File: src/rtl/lrei_pkg.sv
package lrei_pkg;

    localparam int unsigned LREI_BYTE_W  = 8;
    localparam int unsigned LREI_MAX_ERR = 24;
    localparam int unsigned LREI_CNT_W   = 18;
    localparam int unsigned LREI_INC_W   = $clog2(LREI_MAX_ERR + 1);

    typedef enum logic {
        MODE_ERRS   = 1'b0,
        MODE_FRAMES = 1'b1
    } cnt_mode_e;

    typedef enum logic {
        OVF_WRAP = 1'b0,
        OVF_SAT  = 1'b1
    } ovf_mode_e;

    // Decoded report of one frame
    typedef struct packed {
        logic                  hit;   // value within 1..MAX_ERR
        logic [LREI_INC_W-1:0] errs;  // value if in range, else 0
    } rei_word_t;

endpackage

File: src/rtl/lrei_decode.sv
module lrei_decode
    import lrei_pkg::*;
#(
    parameter int unsigned BYTE_W  = LREI_BYTE_W,
    parameter int unsigned MAX_ERR = LREI_MAX_ERR,
    parameter int unsigned INC_W   = LREI_INC_W
) (
    input  logic [BYTE_W-1:0] m1,
    input  logic              drop_msb,
    input  logic              frm_vld,
    input  cnt_mode_e         mode,
    output rei_word_t         word,
    output logic [INC_W-1:0]  inc
);

    logic [BYTE_W-1:0] val;
    logic              in_range;

    always_comb begin
        val = m1;
        if (drop_msb) begin
            val[BYTE_W-1] = 1'b0;
        end
        in_range  = (val <= BYTE_W'(MAX_ERR));
        word.hit  = in_range && (val != '0);
        word.errs = in_range ? LREI_INC_W'(val) : '0;
    end

    always_comb begin
        inc = '0;
        if (frm_vld) begin
            unique case (mode)
                MODE_ERRS:   inc = INC_W'(word.errs);
                MODE_FRAMES: inc = INC_W'(word.hit);
                default:     inc = '0;
            endcase
        end
    end

endmodule

File: src/rtl/lrei_running.sv
module lrei_running
    import lrei_pkg::*;
#(
    parameter int unsigned CNT_W = LREI_CNT_W,
    parameter int unsigned INC_W = LREI_INC_W
) (
    input  logic             clk,
    input  logic             rst,
    input  logic             clear,
    input  logic [INC_W-1:0] inc,
    input  ovf_mode_e        ovf,
    output logic [CNT_W-1:0] acc
);

    localparam int unsigned PAD_W = CNT_W - INC_W;

    logic [CNT_W:0]   sum;
    logic [CNT_W-1:0] inc_ext;
    logic [CNT_W-1:0] acc_nxt;

    always_comb begin
        inc_ext = {{PAD_W{1'b0}}, inc};
        sum     = {1'b0, acc} + {1'b0, inc_ext};
        if (clear) begin
            acc_nxt = inc_ext;
        end else if (sum[CNT_W] && (ovf == OVF_SAT)) begin
            acc_nxt = '1;
        end else begin
            acc_nxt = sum[CNT_W-1:0];
        end
    end

    always_ff @(posedge clk) begin
        if (rst) begin
            acc <= '0;
        end else begin
            acc <= acc_nxt;
        end
    end

endmodule

File: src/rtl/lrei_hold.sv
module lrei_hold
    import lrei_pkg::*;
#(
    parameter int unsigned CNT_W = LREI_CNT_W
) (
    input  logic             clk,
    input  logic             rst,
    input  logic             load,
    input  logic [CNT_W-1:0] din,
    output logic [CNT_W-1:0] dout
);

    always_ff @(posedge clk) begin
        if (rst) begin
            dout <= '0;
        end else if (load) begin
            dout <= din;
        end
    end

endmodule

File: src/rtl/lrei_acc.sv
module lrei_acc
    import lrei_pkg::*;
#(
    parameter int unsigned BYTE_W  = LREI_BYTE_W,
    parameter int unsigned MAX_ERR = LREI_MAX_ERR,
    parameter int unsigned CNT_W   = LREI_CNT_W
) (
    input  logic              clk,
    input  logic              rst,
    input  logic              frm_vld,
    input  logic [BYTE_W-1:0] m1_byte,
    input  logic              pm_tick,
    input  logic              cfg_drop_msb,
    input  logic              cfg_blk_mode,
    input  logic              cfg_sat,
    output logic [CNT_W-1:0]  hold_cnt
);

    localparam int unsigned INC_W = $clog2(MAX_ERR + 1);

    rei_word_t        word;
    logic [INC_W-1:0] inc;
    logic [CNT_W-1:0] acc_q;

    lrei_decode #(
        .BYTE_W (BYTE_W),
        .MAX_ERR(MAX_ERR),
        .INC_W  (INC_W)
    ) u_dec (
        .m1      (m1_byte),
        .drop_msb(cfg_drop_msb),
        .frm_vld (frm_vld),
        .mode    (cnt_mode_e'(cfg_blk_mode)),
        .word    (word),
        .inc     (inc)
    );

    lrei_running #(
        .CNT_W(CNT_W),
        .INC_W(INC_W)
    ) u_run (
        .clk  (clk),
        .rst  (rst),
        .clear(pm_tick),
        .inc  (inc),
        .ovf  (ovf_mode_e'(cfg_sat)),
        .acc  (acc_q)
    );

    lrei_hold #(
        .CNT_W(CNT_W)
    ) u_hold (
        .clk (clk),
        .rst (rst),
        .load(pm_tick),
        .din (acc_q),
        .dout(hold_cnt)
    );

endmodule

File: config.mk
export PLATFORM = sky130hd
export DESIGN_NAME = lrei_acc
export DESIGN_NICKNAME = d
export VERILOG_FILES = /design/src/rtl/lrei_pkg.sv /design/src/rtl/lrei_decode.sv /design/src/rtl/lrei_running.sv /design/src/rtl/lrei_hold.sv /design/src/rtl/lrei_acc.sv
export SDC_FILE = /design/constraint.sdc
export NUM_CORES = 1
export LEC_CHECK = 0
export CORE_MARGIN = 2
export CORE_UTILIZATION = 40
export DETAILED_ROUTE_END_ITERATION = 10
export DONT_BUFFER_PORTS = 1
export GPL_ROUTABILITY_DRIVEN = 0
export PLACE_DENSITY = 0.55
export REMOVE_ABC_BUFFERS = 1
export SLEW_MARGIN = 20
export SYNTH_ARGS = -nofsm -noshare
export SYNTH_HDL_FRONTEND = slang
export SYNTH_SLANG_ARGS = --single-unit
File: constraint.sdc
create_clock -name clk -period 4.1 [get_ports clk]
set_input_delay 0.82 -clock clk [delete_from_list [all_inputs] [get_ports clk]]
set_output_delay 0.82 -clock clk [all_outputs]
set_load 0.005 [all_outputs]
==> results of run 1 <==
cells in the mapped netlist:
cell	instances	share of area (%)
or4_1	1	0.43
o21ai_1	4	1.1
and4_1	2	0.99
ha_1	5	3.5
nand2_2	1	0.35
nor2_1	33	7.0
nor3_2	1	0.57
nor4_1	1	0.35
a311oi_2	5	4.2
o21ai_0	2	0.57
a31oi_1	3	1.1
and2_1	5	1.8
nor3_1	7	2.0
xor2_1	2	0.99
nand2b_1	1	0.35
clkbuf_1	4	0.85
o2111ai_1	2	0.99
buf_6	1	0.64
o21a_1	2	0.85
nand2_1	5	1.1
nor3b_1	1	0.43
or2_2	1	0.35
and2_2	1	0.43
buf_2	2	0.57
o211ai_2	1	0.71
xnor2_1	5	2.5
a211oi_2	1	0.71
dfxtp_1	36	41
fa_1	1	1.1
mux2i_1	18	10
a311oi_1	1	0.50
o311ai_1	1	0.50
nand3_1	3	0.85
nor3b_2	1	0.71
a21oi_1	14	4.0
a211oi_1	4	1.7
and3_4	1	0.64
and3_1	2	0.71
nor4_4	1	1.2
inv_1	8	1.7
per-layer routing:
layer | vias up | part of all wire (%) | wire length (um)
met5 | - | 0 | 0
met4 | 0 | 1.6 | 58
met3 | 5 | 5.2 | 195
met2 | 33 | 46 | 1700
met1 | 625 | 48 | 1770
li1 | 684 | - | -
state kept, by name, indices dropped and copies added (netlist names):
register     flops
u_hold.dout     18
u_run.acc       18
worst min path at each step:
stage	endpoint	depth (start not counted)
floorplan	u_run.acc[8]	2
global placement	u_run.acc[8]	2
detailed placement	u_run.acc[8]	2
CTS	u_run.acc[8]	2
global route	u_run.acc[8]	2
finish	u_run.acc[8]	2
through the flow:
stage / cells / hold WS (ns)
after global routing: 243 / 0.544
after detailed placement: 235 / 0.496
after floorplan: 183 / 0.464
final: 243 / 0.499
after global placement: 235 / 0.489
after CTS: 243 / 0.503
report_power, final:
part | total (mW) | switching, mW | internal, mW | leakage, nW
clock | 0.259 | 0.122 | 0.137 | 0.0455
sequential | 0.357 | 0.00288 | 0.354 | 0.291
combinational | 0.0280 | 0.0145 | 0.0135 | 0.356
cell families (layout without fill, tap and decap cells):
logic type      Yosys count  count (layout)  share of synthesized area (%)
simple gates             68              68                           20.2
compound gates           40              40                           16.9
flops                    36              36                           40.8
mux                      18              18                           10.2
buf+inv                  15              16                           3.75
xor+xnor                  7               7                           3.47
fa+ha+maj                 6               6                           4.67
worst max-delay path, cell delays in order:
cell,delay [ns]
o311ai_1,0.28
o2111ai_1,0.18
nor2_1,0.34
nand2_1,0.17
fa_1,0.45
nand2b_1,0.18
a21oi_1,0.35
o211ai_2,0.34
and3_4,0.31
a211oi_2,0.20
layout by cell type, fill, tap and decap left out, types with 2 or more instances in the layout:
cell       instances
dfxtp_1           36
nor2_1            33
mux2i_1           18
a21oi_1           14
inv_1              8
nor3_1             7
clkbuf_8           6
nand2_1            5
and2_1             5
xnor2_1            5
a311oi_2           5
ha_1               5
a211oi_1           4
o21ai_1            4
nand3_1            3
a31oi_1            3
o2111ai_1          2
o21ai_0            2
and4_1             2
xor2_1             2
and3_1             2
o21a_1             2
clkbuf_1           2
area by class of cell:
class                           instances  area [um2]
Sequential cell                        36         721
Fill cell                             437        2410
Clock buffer                            8        90.1
Tap cell                               52        65.1
Inverter                                8        30.0
Multi-Input combinational cell        139         980
==> results.cfg, run 1 <==
[critical_path]
worstSetupEndpoint = u_run.acc[15]
setup.worst_path.start = m1_byte[2]
r2r-end = u_run.acc[15]
cp-start-kind = primary input
required_ns = 4.31
arrival_ns = 3.62
worstSetupPathType = in -> reg
reg2regPathDepth = 8
reg2reg_from = u_run.acc[0]
cp_max_fo = 11
crit_path_end_kind = flop
reg2reg_slack_ns = 1.67

[cells_and_area]
drive_above_1_share_pct = 10.5
nets = 211
final_area_mm2 = 0.00189
finalCoreUtilization_pct = 43.9
diodes = 0
area_growth_pct = 6.73

[clocking]
clk_path_buf_depth = 2
numCtsBuffers = 5
root_buffer = clkbuf_8
clock_latency_ns = 0.29
htreeDepth = 2
tritoncts = built
clock_sinks = 36
post_cts_buffers = 0
cts_resized = 0
cts_hold_buf = 0
path_clk_slew_ns = 0.07

[sta]
finalCriticalPeriod_ns = 3.41
fin_crit_sh_pct = 83.1
tightestPinTransition_ns = 0.622
final-max-slew-violation-count = 0
finalSetupViolations = 0
rsz0062_at_grt = false
fin_skew_ns = 0.00426
max_freq_mhz = 293
fin_ws_ns = 0.692
fin_tns_setup_ns = 0
hold_viol_final = 0
slew_headroom_pct = 58.4

[synth]
ys_ff_latch = 36
syn_area_per_cell_um2 = 9.30
seq_area_frac_synth_pct = 40.8
postSynthCellCount = 190
syn-cell-area_mm2 = 0.00177
ys_warn_count = 0
ys_types = 40

[placement]
placed_cell_area_mm2 = 0.00180
port_buffers = 0
dp_hpwl_um = 2610
place_ws_ns = 0.421

[floorplanning]
dieArea_mm2 = 0.00496
ios = 33
row_count = 24
die_h_um = 70.5
core_area_mm2 = 0.00429
start_util_pct = 41.1
die_w_um = 70.5

[global_route]
first_global_vias = 1294
track_usage_pct = 15.8
busiest_layer = met2
met1_usage_pct = 20.2
grt_max_degree = 26
met3_usage_pct = 5.63
grt_util_met2_pct = 24.5
antenna_found_initial = 0
overflow = 0
grt_pass1_wl_um = 6230

[flow_run]
maxCapViolCount = 0

[routing]
wl_per_cell_um = 15.3
first_iter_violations = 69
vias_per_cell = 5.54
vias = 1347
drtPass1Iterations = 4
ant_nets = 0
wirelength_um = 3730
remaining_drc_errors = 0

[power_and_ir_drop]
power_mw = 0.644
p_per_area_mw_per_mm2 = 342
p_leak_nw = 0.692
vdd_drop_max_mv = 0.200

[outcome]
status = finished clean

[min_path]
min_path_type = reg -> reg
hp-start = u_run.acc[8]
(Power assumes the default switching activity.)
==> run 2, diff against run 1 <==
==> constraint.sdc (replaced) <==
create_clock -name clk -period 3.2 [get_ports clk]
set_input_delay 0.64 -clock clk [delete_from_list [all_inputs] [get_ports clk]]
set_output_delay 0.64 -clock clk [all_outputs]
set_load 0.005 [all_outputs]
==> results.cfg, run 2 (synthesis gave the netlist of run 1 again) <==
[placement]
dp_hpwl_um = 2680
dp.cells = 239
port_buffers = 0

[clocking]
clock_sinks = 36
tritoncts = built
path_clk_slew_ns = 0.07
clock_latency_ns = 0.29
post_cts_buffers = 0
cts_resized = 0
numCtsBuffers = 5
cts_hold_buf = 0
htreeDepth = 2
root_buffer = clkbuf_8
clk_path_buf_depth = 2

[floorplanning]
die_h_um = 70.5
row_count = 24
die_w_um = 70.5
ios = 33
core_area_mm2 = 0.00429
start_util_pct = 41.1
dieArea_mm2 = 0.00496

[global_route]
first_global_vias = 1339
track_usage_pct = 16.1
grt_pass1_wl_um = 6270
antenna_found_initial = 0
overflow = 0
grt_max_degree = 26

[flow_run]
maxCapViolCount = 0

[power_and_ir_drop]
pwr-share-comb_pct = 4.5
vdd_drop_max_mv = 0.254
p_per_area_mw_per_mm2 = 430
clkPwrFrac_pct = 40.2
p_leak_nw = 0.717
p_int_mw = 0.643
switching_share_pct = 22.1
pwr-share-seq_pct = 55.4
power_switching_mw = 0.182

[critical_path]
reg2reg_slack_ns = 1.07
setup.worst_path.start = m1_byte[2]
cp_max_fo = 6
required_ns = 3.40
crit_path_end_kind = flop
worstSetupPathType = in -> reg
reg2reg_from = u_run.acc[0]
arrival_ns = 2.99
cp-start-kind = primary input

[sta]
slew_headroom_pct = 73.4
fin_crit_sh_pct = 87.2
hold_viol_final = 0
rsz0062_at_grt = false
fin_tns_setup_ns = 0
fin_skew_ns = 0.00442
finalCriticalPeriod_ns = 2.79
max_freq_mhz = 358
tightestPinTransition_ns = 0.398
final-max-slew-violation-count = 0
finalSetupViolations = 0

[min_path]
min_path_type = in -> reg
hp-start = rst

[cells_and_area]
drive_above_1_share_pct = 13.3
final_common_cell = dfxtp_1
fin_cells = 247
area_growth_pct = 8.57
diodes = 0
nets = 215
final_cell_mix = 36 x dfxtp_1, 33 x nor2_1, 18 x mux2i_1, 14 x a21oi_1, 8 x inv_1
reg_top3 = u_hold.dout x18, u_run.acc x18

[outcome]
status = finished clean

[routing]
wl_per_cell_um = 14.9
vias_per_cell = 5.54
wirelength_um = 3680
ant_nets = 0
drtPass1Iterations = 4
remaining_drc_errors = 0
vias = 1368
first_iter_violations = 59
[run 2: cell types whose count changed in the layout (fill, tap and decap cells not counted)]
| cell | before | now |
|---|---|---|
| clkbuf_1 | 2 | 0 |
| clkinv_2 | 0 | 2 |
| buf_4 | 0 | 4 |
[run 2: path summary, 6_finish.rpt]
kind,cells after the start,end
worst max register to register,9,u_run.acc[17]
worst min register to register,2,u_run.acc[8]
worst max-delay path,12,u_run.acc[17]
worst min-delay path,1,u_hold.dout[3]
[run 2: routing by layer]
layer  global-route usage [%]  vias to the layer above  wire, um
met5                        0                        -         0
met4                     7.69                        0        83
met3                     5.63                        8       198
met2                     25.3                       27      1750
met1                     19.4                      647      1650
li1                         -                      686         -
[run 2: cell type report]
type,instances,area [um2]
Fill cell,436,2380
Multi-Input combinational cell,139,980
Clock inverter,2,10.0
Timing Repair Buffer,4,30.0
Inverter,8,30.0
Clock buffer,6,82.6
Tap cell,52,65.1
Sequential cell,36,721
[run 2: power by group through the flow]
| stage | clock, mW | combinational, mW | sequential, mW |
|---|---|---|---|
| after floorplan | 0 | 0.0306 | 0.466 |
| after global placement | 0 | 0.0350 | 0.467 |
| after detailed placement | 0 | 0.0366 | 0.468 |
| after CTS | 0.342 | 0.0370 | 0.457 |
| after global routing | 0.362 | 0.0413 | 0.458 |
| final | 0.331 | 0.0368 | 0.457 |
[run 2: per-stage QoR]
stage               power, mW  worst slack, ns  cell area (um2)  util [%]  hold WS [ns]
CTS                     0.837            0.410             1920      44.7         0.400
global placement        0.502            0.282             1830      42.5         0.495
detailed placement      0.504            0.114             1830      42.5         0.500
finish                  0.825            0.410             1920      44.7         0.416
floorplan               0.497           0.0779             1730         -         0.464
global route            0.861            0.180             1920      44.7         0.398
[run 2: critical path, stage by stage]
cell and delay (ns):
o311ai_1 0.26, o2111ai_1 0.18, nor2_1 0.18, ha_1 0.20, inv_1 0.06, fa_1 0.39, nand2b_1 0.18, a21oi_1 0.16
buf_4 0.16, o21a_1 0.22, nand2_1 0.10, a311oi_1 0.25
